`src/rtl/us_pkg.sv`:
```
package us_pkg;
  localparam int PIX_W = 8;
  typedef logic [PIX_W-1:0] pix_t;

  function automatic pix_t sat_pix(input logic signed [31:0] v);
    if (v < 0) return '0;
    else if (v > (2**PIX_W) - 1) return '1;
    else return v[PIX_W-1:0];
  endfunction
endpackage

```
`src/rtl/us_sequencer.sv`:
```
module us_sequencer #(
  parameter int IMG_W = 16,
  parameter int IMG_H = 8,
  localparam int CW = $clog2(IMG_W),
  localparam int RW = $clog2(IMG_H + 2)
) (
  input  logic          clk,
  input  logic          rst_n,
  input  logic          in_valid,
  input  logic          out_free,
  output logic          tick,
  output logic          in_ready,
  output logic          flushing,
  output logic          hv,
  output logic [CW-1:0] icol,
  output logic [CW-1:0] hcol,
  output logic [RW-1:0] hrow
);
  localparam logic [CW-1:0] LAST_COL = CW'(IMG_W - 1);
  localparam logic [RW-1:0] ROW_H    = RW'(IMG_H);
  localparam logic [RW-1:0] ROW_END  = RW'(IMG_H + 1);

  logic [RW-1:0] irow;

  // rows IMG_H and IMG_H+1 are virtual: they drain the bottom border
  assign flushing = (irow >= ROW_H);
  assign in_ready = out_free && !flushing;
  assign tick     = out_free && (flushing || in_valid);

  always_ff @(posedge clk) begin
    if (!rst_n) begin
      icol <= '0;
      irow <= '0;
      hcol <= '0;
      hrow <= '0;
      hv   <= 1'b0;
    end else if (tick) begin
      if (irow == ROW_END) begin
        icol <= '0;
        irow <= '0;
        hv   <= 1'b0;
      end else begin
        hcol <= icol;
        hrow <= irow;
        hv   <= 1'b1;
        if (icol == LAST_COL) begin
          icol <= '0;
          irow <= irow + 1'b1;
        end else begin
          icol <= icol + 1'b1;
        end
      end
    end
  end

  // the flush phase is entered only by consuming a pixel
  a_r7_flush_after_accept: assert property (@(posedge clk) disable iff (!rst_n)
    $rose(flushing) |-> $past(tick));

  // columns wrap after the last column of a row
  a_r6_col_wrap: assert property (@(posedge clk) disable iff (!rst_n)
    (tick && icol == LAST_COL) |=> (icol == '0));
endmodule

```
`src/rtl/us_hsum.sv`:
```
module us_hsum
  import us_pkg::*;
#(
  parameter int IMG_W = 16,
  localparam int CW = $clog2(IMG_W)
) (
  input  logic           clk,
  input  logic           rst_n,
  input  logic           tick,
  input  pix_t           px,
  input  logic [CW-1:0]  icol,
  output logic [PIX_W+1:0] hs,
  output pix_t           ctr
);
  pix_t r1, r2;
  pix_t lft, mid, rgt;

  // the sum is for the position one step behind the arriving pixel
  always_comb begin
    if (icol == '0) begin
      // previous position is the last column: clamp the right neighbour
      lft = r2; mid = r1; rgt = r1;
    end else if (icol == CW'(1)) begin
      // previous position is column 0: clamp the left neighbour
      lft = r1; mid = r1; rgt = px;
    end else begin
      lft = r2; mid = r1; rgt = px;
    end
    hs  = {2'b00, lft} + {2'b00, mid} + {2'b00, rgt};
    ctr = r1;
  end

  always_ff @(posedge clk) begin
    if (!rst_n) begin
      r1 <= '0;
      r2 <= '0;
    end else if (tick) begin
      r1 <= px;
      r2 <= r1;
    end
  end
endmodule

```
`src/rtl/us_linebuf.sv`:
```
module us_linebuf #(
  parameter int DW    = 10,
  parameter int DEPTH = 16,
  localparam int AW = $clog2(DEPTH)
) (
  input  logic          clk,
  input  logic          we,
  input  logic [AW-1:0] addr,
  input  logic [DW-1:0] wdata,
  output logic [DW-1:0] rdata
);
  logic [DW-1:0] mem [DEPTH];

  // read returns the value written one line earlier at this column
  assign rdata = mem[addr];

  always_ff @(posedge clk) begin
    if (we) mem[addr] <= wdata;
  end
endmodule

```
`src/rtl/us_vsharp.sv`:
```
module us_vsharp
  import us_pkg::*;
#(
  parameter int IMG_W    = 16,
  parameter int IMG_H    = 8,
  parameter int GAIN_PCT = 10,
  parameter int FRAC     = 16,
  localparam int CW  = $clog2(IMG_W),
  localparam int RW  = $clog2(IMG_H + 2),
  localparam int HSW = PIX_W + 2,
  localparam int SSW = PIX_W + 4
) (
  input  logic           clk,
  input  logic           tick,
  input  logic           hv,
  input  logic [CW-1:0]  hcol,
  input  logic [RW-1:0]  hrow,
  input  logic [HSW-1:0] hs,
  input  pix_t           ctr,
  output logic           produce,
  output pix_t           y,
  output logic           eol,
  output logic           eof
);
  // gain/100 divided by 9, rounded, in FRAC fractional bits
  localparam int KQ  = (GAIN_PCT * (1 << FRAC) + 450) / 900;
  localparam int RND = 1 << (FRAC - 1);
  localparam int NLB = 2;

  logic           we;
  logic [HSW-1:0] lb_wr [NLB];
  logic [HSW-1:0] lb_rd [NLB];
  pix_t           p;

  assign we = tick && hv;

  // chain of line buffers for horizontal sums: one and two rows back
  for (genvar i = 0; i < NLB; i++) begin : g_hlb
    if (i == 0) begin : g_head
      assign lb_wr[i] = hs;
    end else begin : g_tail
      assign lb_wr[i] = lb_rd[i-1];
    end
    us_linebuf #(.DW(HSW), .DEPTH(IMG_W)) u_lb (
      .clk(clk), .we(we), .addr(hcol), .wdata(lb_wr[i]), .rdata(lb_rd[i]));
  end

  // raw bypass, delayed by one line to meet the blur of the same pixel
  us_linebuf #(.DW(PIX_W), .DEPTH(IMG_W)) u_raw (
    .clk(clk), .we(we), .addr(hcol), .wdata(ctr), .rdata(p));

  logic [HSW-1:0] up, dn, md;
  logic [SSW-1:0] s9;
  logic signed [31:0] k_s, prod_s, dl_s, y_s;

  always_comb begin
    md = lb_rd[0];
    up = (hrow == RW'(1)) ? md : lb_rd[1];
    dn = (hrow == RW'(IMG_H)) ? md : hs;
    s9 = {2'b00, up} + {2'b00, md} + {2'b00, dn};
    k_s    = $signed(32'(p)) * 9 - $signed(32'(s9));
    prod_s = k_s * KQ + RND;
    dl_s   = prod_s >>> FRAC;
    y_s    = $signed(32'(p)) + dl_s;
    y      = sat_pix(y_s);
  end

  assign produce = hv && (hrow != '0);
  assign eol     = (hcol == CW'(IMG_W - 1));
  assign eof     = eol && (hrow == RW'(IMG_H));
endmodule

```
`src/rtl/unsharp_stream.sv`:
```
module unsharp_stream
  import us_pkg::*;
#(
  parameter int IMG_W    = 16,
  parameter int IMG_H    = 8,
  parameter int GAIN_PCT = 10,
  parameter int FRAC     = 16
) (
  input  logic             clk,
  input  logic             rst_n,
  input  logic             in_valid,
  output logic             in_ready,
  input  logic [PIX_W-1:0] in_data,
  output logic             out_valid,
  input  logic             out_ready,
  output logic [PIX_W-1:0] out_data,
  output logic             out_eol,
  output logic             out_eof
);
  localparam int CW = $clog2(IMG_W);
  localparam int RW = $clog2(IMG_H + 2);

  logic             out_free, tick, flushing, hv;
  logic [CW-1:0]    icol, hcol;
  logic [RW-1:0]    hrow;
  pix_t             px, ctr, y;
  logic [PIX_W+1:0] hs;
  logic             produce, eol, eof;

  assign out_free = !out_valid || out_ready;
  assign px       = flushing ? '0 : in_data;

  us_sequencer #(.IMG_W(IMG_W), .IMG_H(IMG_H)) u_seq (
    .clk(clk), .rst_n(rst_n), .in_valid(in_valid), .out_free(out_free),
    .tick(tick), .in_ready(in_ready), .flushing(flushing), .hv(hv),
    .icol(icol), .hcol(hcol), .hrow(hrow));

  us_hsum #(.IMG_W(IMG_W)) u_hsum (
    .clk(clk), .rst_n(rst_n), .tick(tick), .px(px), .icol(icol),
    .hs(hs), .ctr(ctr));

  us_vsharp #(.IMG_W(IMG_W), .IMG_H(IMG_H), .GAIN_PCT(GAIN_PCT), .FRAC(FRAC)) u_vs (
    .clk(clk), .tick(tick), .hv(hv), .hcol(hcol), .hrow(hrow), .hs(hs),
    .ctr(ctr), .produce(produce), .y(y), .eol(eol), .eof(eof));

  always_ff @(posedge clk) begin
    if (!rst_n) begin
      out_valid <= 1'b0;
      out_data  <= '0;
      out_eol   <= 1'b0;
      out_eof   <= 1'b0;
    end else if (tick) begin
      out_valid <= produce;
      out_data  <= y;
      out_eol   <= eol;
      out_eof   <= eof;
    end else if (out_ready) begin
      out_valid <= 1'b0;
    end
  end

  // a stalled output pixel is held unchanged
  a_r2_hold_stalled: assert property (@(posedge clk) disable iff (!rst_n)
    (out_valid && !out_ready) |=> (out_valid && $stable(out_data)
                                   && $stable(out_eol) && $stable(out_eof)));

  // no input is taken while the output is blocked
  a_r2_block_input: assert property (@(posedge clk) disable iff (!rst_n)
    (out_valid && !out_ready) |-> !in_ready);

  // frame end always coincides with a row end
  a_r6_eof_is_eol: assert property (@(posedge clk) disable iff (!rst_n)
    (out_valid && out_eof) |-> out_eol);
endmodule

```
`config.mk`:
```
export PLATFORM = sky130hd
export DESIGN_NAME = unsharp_stream
export DESIGN_NICKNAME = d
export VERILOG_FILES = /design/src/rtl/us_pkg.sv /design/src/rtl/us_sequencer.sv /design/src/rtl/us_hsum.sv /design/src/rtl/us_linebuf.sv /design/src/rtl/us_vsharp.sv /design/src/rtl/unsharp_stream.sv
export SDC_FILE = /design/constraint.sdc
export NUM_CORES = 1
export LEC_CHECK = 0
export CAP_MARGIN = 20
export CORE_MARGIN = 2
export CORE_UTILIZATION = 40
export CTS_BUF_LIST = sky130_fd_sc_hd__clkbuf_8
export DETAILED_ROUTE_END_ITERATION = 10
export MAX_ROUTING_LAYER = met4
export PLACE_DENSITY_LB_ADDON = 0.05
export SYNTH_ARGS = -nofsm -noshare
export SYNTH_HDL_FRONTEND = slang
export SYNTH_SLANG_ARGS = --single-unit
```
`constraint.sdc`:
```
create_clock -name clk -period 12.93 [get_ports clk]
set_input_delay 1.9395 -clock clk [delete_from_list [all_inputs] [get_ports clk]]
set_output_delay 1.9395 -clock clk [all_outputs]
set_load 0.02 [all_outputs]
```
==> impl_metrics.ini, run 1 <==
[drt]
first_pass_iters = 5
drc_errors = 0
routed_wl_um = 67090
wl_per_cell_um = 22.71
final_antenna_net_count = 0
via_count = 15680
viasPerCell = 5.307
drt_iter0_markers = 891

[critical_path]
arrival_ps = 12890
end_kind = flip-flop
r2r-start = u_seq.icol[1]
rrSetupSlack_ps = 580
rr_worst_depth = 56
path_class = flip-flop to flip-flop
critPathMaxFanout = 9
slowest_delay_ps = 630
critPathSlowestCell = fa_2
cp_common_cell = ha_1
critPathRequiredTime_ps = 13470
reg2reg_to = out_data[1]
critPathLaunchType = flip-flop

[timing]
finalHoldWorstSlack_ps = 450.7
finalCritPeriodShare = 0.9548
drv_slew = 0
fin_skew_ps = 34.90
fin_crit_ps = 12350
hold_viol = 0
tightest_slew_ps = 954.5
finalSetupViolations = 0
fmax_mhz = 81.00
relSlewSlack = 0.3637

[floorplan]
initial_utilization = 0.4049
core_mm2 = 0.06458
ioPinCount = 24
die_area_mm2 = 0.06743
die_width_um = 259.7
die_h_um = 259.7
num_rows = 93

[cts]
postCtsHoldBufs = 0
ctsLongestPathBuffers = 3
clkSlewWorstSetupHoldPaths_ps = 60
cts.sinks = 496
cts_root_buf = clkbuf_8
cts_buffers = 81
h-tree-depth = 3
cts_tree = yes
insertion_delay_ps = 670

[finish]
num-fill-cells = 5687
final_nets = 2262
drive_above_1_share = 0.3001
syn2layout_area_growth_pct = 18.42
finalNonFillerCells = 2954
num_antenna_cells = 0

[min_path]
holdCritStartpoint = u_hsum.r2[1]
hold_class = flip-flop to flip-flop
min_to = u_hsum.r2[1]
hold_depth = 2

[outcome]
status = complete, no violations

[placement]
place_inst = 2804
gp_congestion = 0.8211
numPortBuffers = 23
hpwl_um = 44410

[logic_synthesis]
synth_top_area_share = 0.5145
netlist_instances = 1735
yosys_warnings = 0
ys_ff_latch = 496
async_flop_share = 0
synth_top_area_cell = edfxtp_1
syn_area_mm2 = 0.02615
syn_area_per_cell_um2 = 15.07
yosysMostFrequentCell = edfxtp_1
yosys-top-cells-area = edfxtp_1, mux4_2, ha_1
synthTopCellsByCount = edfxtp_1, inv_1, ha_1, mux4_2, a21oi_1
ys.flop_type = edfxtp_1
synth_nets = 1963
synth_cell_types = 95
synth_edf_count = 448
yosysSeqAreaShare = 0.5513

[global_routing]
antenna_found_initial = 0
grt_pass1_vias = 16660
overflow = 0
grt.total_usage = 0.2099
grt_max_degree = 46
grt_first_pass_wirelength_um = 102000

[job]
maxCapViolations = 0
-- worst max-delay path: cells and delay by family (launching register included) --
family | cells | cell delay (ps)
DFF | 1 | 360
adders and majority gates | 12 | 4330
muxes | 2 | 630
and+or+nand+nor | 13 | 2480
buffers and inverters | 8 | 910
AOI/OAI and AO/OA | 17 | 2800
xor gates and xnor gates | 4 | 680
-- cell usage in the layout, fill, tap and decap left out, types with 5 or more instances in the layout --
master	n
xor2_1	18
a22oi_1	5
a21oi_1	75
o21ai_0	32
nor3_1	14
clkbuf_8	85
a21oi_2	12
a211oi_1	6
nand2b_1	29
fa_1	75
or4_1	5
inv_1	178
and2_1	11
nand3b_1	5
dfxtp_1	43
o21bai_1	21
o21ai_1	7
mux4_2	140
edfxtp_1	448
nand3_1	18
buf_4	249
nor2b_1	12
nand4_1	12
nor2_4	13
xnor2_1	47
o21a_1	12
nor2_1	57
ha_1	133
clkdlybuf4s50_1	23
nor4_1	6
and3_1	7
a21o_1	22
a221oi_1	5
mux2_2	29
mux2i_1	6
nand2_1	74
clkinv_1	19
clkinv_2	13
xnor2_2	5
-- metal layers --
metal  GRT usage  part of all wire
met2      0.3649              0.53
met5           -                 0
met1      0.2621              0.43
met4     0.05412             0.015
met3     0.02261             0.031
-- logic make-up after synthesis --
| logic type | synth area share |
|---|---|
| simple gates | 0.06240 |
| compound gates | 0.06939 |
| xor+xnor | 0.02378 |
| buf+inv | 0.03221 |
| fa+ha+maj | 0.1252 |
| mux | 0.1358 |
| flops | 0.5513 |
-- how the worst max path moves through the flow --
stage,from,endpoint,slack [ps],cells past startpoint
after floorplan,flip-flop,out_data[2],160,52
after global placement,in_data[0],out_data[4],-360,53
after detailed placement,in_data[0],out_data[6],-510,53
after CTS,u_seq.icol[1],out_data[1],20,55
after global routing,u_seq.icol[1],out_data[1],-50,56
final,u_seq.icol[1],out_data[1],580,56
-- flip-flops by register name, indices dropped and copies added, names as in the netlist, named ones only --
signal	flops
out_data	8
out_eof	1
out_eol	1
out_valid	1
u_hsum.ctr	8
u_hsum.r2	8
u_seq.hcol	4
u_seq.hrow	4
u_seq.hv	1
u_seq.icol	4
u_seq.irow	4
u_vs.g_hlb.u_lb.mem	320
u_vs.u_raw.mem	128
-- cell type report --
class / instances / area (um2) / share of cell area
Clock buffer: 85 / 1170 / 0.03778
Multi-Input combinational cell: 1024 / 11220 / 0.3623
Clock inverter: 63 / 335.3 / 0.01083
Tap cell: 855 / 1070 / 0.03455
Inverter: 156 / 585.6 / 0.01891
Sequential cell: 496 / 14430 / 0.4659
Timing Repair Buffer: 275 / 2160 / 0.06975
-- through the flow --
| step | cell area (um2) | setup WS (ps) | setup TNS [ps] | util |
|---|---|---|---|---|
| global placement | 29260 | -360.8 | -2833 | 0.4530 |
| floorplan | 26150 | 158.4 | 0 | - |
| detailed placement | 29260 | -507.5 | -3760 | 0.4530 |
| CTS | 30760 | 22.67 | 0 | 0.4763 |
| global route | 30960 | -46.81 | -183.0 | 0.4795 |
| finish | 30960 | 584.3 | 0 | 0.4795 |
-- repair_timing --
item	in CTS	in global routing
setup endpoints to repair	0	8
setup buffers	0	2
gates resized for setup	0	45
Power of run 1 is not shown: default switching activity piles up to over one toggle a cycle in this logic, so the estimate is an artifact.
==> inputs of run 2 (changes only) <==
- GPL_TIMING_DRIVEN: default -> 0
==> impl_metrics.ini, run 2 (synthesis results as in run 1) <==
[cts]
clkSlewWorstSetupHoldPaths_ps = 60
postCtsHoldBufs = 0
cts_tree = yes
cts_root_buf = clkbuf_8
cts.sinks = 496
h-tree-depth = 3
ctsLongestPathBuffers = 3
insertion_delay_ps = 670
cts_buffers = 82

[global_routing]
grt_first_pass_wirelength_um = 101100
grt_max_degree = 23
grt_pass1_vias = 15860
antenna_found_initial = 1
grt.total_usage = 0.2105
overflow = 0

[finish]
reg_top3 = u_vs.g_hlb.u_lb.mem x320, u_vs.u_raw.mem x128
num-fill-cells = 5662
multiInputGateArea_mm2 = 0.01174
drive_above_1_share = 0.2768
largest_reg_flops = 320
seq_area_mm2 = 0.01442
mostFrequentLayoutCells = edfxtp_1, inv_1, mux4_2
mostFrequentLayoutCell = edfxtp_1
num_antenna_cells = 0
largest_register = u_vs.g_hlb.u_lb.mem
final_nets = 2166
syn2layout_area_growth_pct = 18.07

[outcome]
status = complete, no violations

[floorplan]
die_h_um = 259.7
ioPinCount = 24
core_mm2 = 0.06458
die_width_um = 259.7
initial_utilization = 0.4049
num_rows = 93
die_area_mm2 = 0.06743

[critical_path]
rrSetupSlack_ps = 470
rr_worst_depth = 57
endpoint = out_data[2]
slowest_delay_ps = 550
critPathSlowestCell = or4_4
end_kind = flip-flop
arrival_ps = 13100
cp_common_cell = buf_4
reg2reg_to = out_data[2]
r2r-start = u_seq.icol[1]
critPathLaunchType = input pin
cp-startpoint = in_data[0]
critPathMaxFanout = 14
critPathRequiredTime_ps = 13470
path_class = input pin to flip-flop

[drt]
drc_errors = 0
drt_iter0_markers = 1199
via_count = 15390
wl_per_cell_um = 23.81
viasPerCell = 5.400
routed_wl_um = 67820
final_antenna_net_count = 0
first_pass_iters = 6

[timing]
finalSetupViolations = 0
hold_viol = 0
tightest_slew_ps = 1011
relSlewSlack = 0.3257
finalCritPeriodShare = 0.9719
drv_slew = 0
fin_crit_ps = 12570
fmax_mhz = 79.58
fin_skew_ps = 34.62
finalHoldWorstSlack_ps = 456.6

[placement]
gp_congestion = 0.8303
hpwl_um = 46270
numPortBuffers = 23

[min_path]
hold_class = flip-flop to flip-flop

[job]
maxCapViolations = 0
## run 2: cell count changes in the layout (fill, tap and decap cells not counted), sizes merged
cell	delta
buf	-131
clkinv	-11
xnor2	+1
clkinvlp	+3
clkbuf	+29
clkdlybuf4s15	+1
inv	+2
mux4	+1
## run 2: final cells by class
class / instances / area share
tap: 855 / 0.03465
clock buffer: 83 / 0.03700
timing repair buffer: 122 / 0.04106
sequential: 496 / 0.4672
multi-input combinational: 1026 / 0.3804
buffer: 54 / 0.01054
clock inverter: 57 / 0.009848
inverter: 156 / 0.01933
## run 2: what timing repair did
item / in CTS / in global routing
setup buffers: 23 / 38
resized for setup: 90 / 111
pin swaps: 19 / 34
cloned: 1 / 1
setup endpoints to repair: 8 / 8
## run 2: stage by stage
step / instance area (um2) / worst slack [ps] / setup TNS, ps / utilization / instances
floorplan: 26150 / 158.4 / 0 / - / 1735
global placement: 27450 / -2617 / -20520 / 0.4251 / 2613
detailed placement: 28160 / -2184 / -16990 / 0.4360 / 2652
CTS: 30100 / 8.119 / 0 / 0.4660 / 2812
global route: 30870 / -94.96 / -438.4 / 0.4780 / 2849
finish: 30870 / 363.9 / 0 / 0.4780 / 2849
## run 2: how the worst min path moves through the flow
| stage | from | to | slack (ps) | cells after the start |
|---|---|---|---|---|
| 2_1_floorplan | u_hsum.r2[0] | u_hsum.r2[0] | 430 | 2 |
| 5_1_grt | u_hsum.r2[4] | u_hsum.r2[4] | 470 | 2 |
| 3_3_place_gp | u_hsum.r2[2] | u_hsum.r2[2] | 440 | 2 |
| 4_1_cts | u_hsum.r2[6] | u_hsum.r2[6] | 460 | 2 |
| 3_5_place_dp | u_hsum.r2[6] | u_hsum.r2[6] | 450 | 2 |
| 6_report | out_eof | out_eof | 460 | 2 |
## run 2: critical path, delay by kind of cell
family,cells,cell delay (ps)
and+or+nand+nor,9,1880
AOI/OAI and AO/OA,20,3510
buffers and inverters,11,1620
adders and majority gates,10,3520
muxes,1,310
xor gates and xnor gates,3,320
## run 2: metal layers
metal | vias to the layer above | wire, um | GRT usage
met2 | 333 | 33930 | 0.3470
met1 | 7960 | 29840 | 0.2744
met5 | - | 0 | -
met3 | 71 | 3123 | 0.03421
met4 | 0 | 933 | 0.04773
li1 | 7022 | - | -
Power of run 2 is left out for the same reason.
==> inputs of run 3 (changes only) <==
- SYNTH_HIERARCHICAL: default -> 1
==> impl_metrics.ini, run 3 <==
[global_routing]
use_met3 = 0.03221
use_met1 = 0.2723
antenna_found_initial = 3
grt_pass1_vias = 14190
grt_first_pass_wirelength_um = 87460
grt.total_usage = 0.1934
overflow = 0
grt_max_degree = 27
top_usage_layer = met2
gr-usage-met2 = 0.2916

[finish]
syn2layout_area_growth_pct = 18.31
final_nets = 1913
largest_reg_flops = 320
mostFrequentLayoutCell = edfxtp_1
num-fill-cells = 5289
largest_register = u_vs/g_hlb.u_lb/mem
mostFrequentLayoutCells = edfxtp_1, inv_1, mux4_2
drive_above_1_share = 0.2763
finalNonFillerCells = 2583
final_util = 0.4769
reg_top3 = u_vs/g_hlb.u_lb/mem x320, u_vs/u_raw/mem x128

[critical_path]
path_class = input pin to flip-flop
critPathLaunchType = input pin
critPathSlowestCell = or4_4
slowest_delay_ps = 550
cp-startpoint = in_data[5]
r2r-start = u_seq/hcol[1]
end_kind = flip-flop
rr_worst_depth = 49
critPathRequiredTime_ps = 13540
arrival_ps = 13140
critPathMaxFanout = 8
rrSetupSlack_ps = 500
cp_common_cell = ha_1

[floorplan]
initial_utilization = 0.4031
core_mm2 = 0.06013
ioPinCount = 24
die_h_um = 250.2
num_rows = 90
die_width_um = 250.2
die_area_mm2 = 0.06258

[cts]
insertion_delay_ps = 670
ctsLongestPathBuffers = 3
cts_root_buf = clkbuf_8
cts.sinks = 492
h-tree-depth = 3
clkSlewWorstSetupHoldPaths_ps = 60
cts_tree = yes
postCtsHoldBufs = 0
cts_buffers = 85

[logic_synthesis]
synth_top_area_cell = edfxtp_1
synth_cell_types = 87
netlist_instances = 1549
synthTopCellsByCount = edfxtp_1, ha_1, mux4_2
syn_area_mm2 = 0.02424
yosysSeqAreaShare = 0.5914
synth_nets = 1723
async_flop_share = 0
yosysMostFrequentCell = edfxtp_1
synth_edf_count = 448
synth_top_area_share = 0.5551
ys_ff_latch = 492
syn_area_per_cell_um2 = 15.65
ys.flop_type = edfxtp_1
yosys-top-cells-area = edfxtp_1, mux4_2, ha_1
yosys_warnings = 6

[drt]
routed_wl_um = 58500
viasPerCell = 5.361
drc_errors = 0
final_antenna_net_count = 0
wl_per_cell_um = 22.65
first_pass_iters = 5
via_count = 13850
drt_iter0_markers = 982

[timing]
fin_crit_ps = 12530
relSlewSlack = 0.2937
fin_skew_ps = 36.60
finalCritPeriodShare = 0.9693
tightest_slew_ps = 1056
hold_viol = 0
drv_slew = 0
fmax_mhz = 79.79
finalSetupViolations = 0
finalSetupTns_ps = 0

[placement]
place_inst = 2369
numPortBuffers = 23
gp_congestion = 0.7536
hpwl_um = 38110

[job]
maxCapViolations = 0

[outcome]
status = complete, no violations

[min_path]
holdCritStartpoint = u_seq/hv
hold_class = flip-flop to flip-flop
hold_depth = 2
[run 3: cell count changes after synthesis, sizes merged, moves of 15 or more]
cell and change:
mux4 -28, nand2 -20, a21oi -49, o21bai -17
xnor2 -19, nor2b +35, a22oi +51, ha -24
clkbuf -20, mux2i +33, nand2b -15, fa -30
inv -44
[run 3: area by class of cell]
type / instances / area (um2) / share of cell area
flip-flops and latches: 492 / 14350 / 0.5003
multi-input cells: 893 / 10180 / 0.3550
repair buffers: 102 / 914.6 / 0.03190
diodes: 2 / 5.005 / 0.0001745
well taps: 782 / 978.4 / 0.03412
clock inverters: 61 / 306.5 / 0.01069
inverters: 113 / 436.7 / 0.01523
plain buffers: 52 / 325.3 / 0.01134
clock buffers: 86 / 1184 / 0.04128
[run 3: path summary, 6_finish.rpt]
kind	endpoint
setup / recovery	out_data[2]
hold / removal	u_seq/hv
setup reg to reg	out_data[2]
hold reg to reg	u_seq/hv
[run 3: logic make-up (layout without fill, tap and decap cells)]
kind of cell | count (synthesis) | count (layout) | synth area share
compound gates | 217 | 217 | 0.06469
xor+xnor | 56 | 56 | 0.02024
fa+ha+maj | 162 | 162 | 0.09788
buf+inv | 165 | 414 | 0.03056
flops | 492 | 492 | 0.5914
mux | 178 | 178 | 0.1330
other cells | 0 | 2 | 0
simple gates | 279 | 280 | 0.06226
[run 3: layer usage]
layer,up-vias,share of wire,wire (um)
met1,7149,0.48,27960
met2,259,0.46,27170
met4,0,0.020,1196
li1,6362,-,-
met5,-,0,0
met3,78,0.037,2171
[run 3: through the flow]
step	hold slack, ps	cell area [um2]	setup WS, ps
after floorplan	455.2	24260	7.040
after global placement	483.6	25470	-2911
after detailed placement	482.9	25700	-2292
after CTS	494.2	27730	6.247
after global routing	536.3	28670	-126.8
final	487.8	28680	396.6
[run 3: what timing repair did]
action	4_1_cts	5_1_grt
setup endpoints to repair	8	8
pin swaps	22	77
cloned	0	1
setup buffers	18	39
gates resized for setup	80	112
[run 3: critical path: cells and delay by family]
family          cells  cell delay (ps)
mux                 3              470
simple gates        7             1960
buf+inv             7              750
compound gates     16             3340
fa+ha+maj          12             4290
xor+xnor            3              370
Power of run 3 is left out for the same reason.
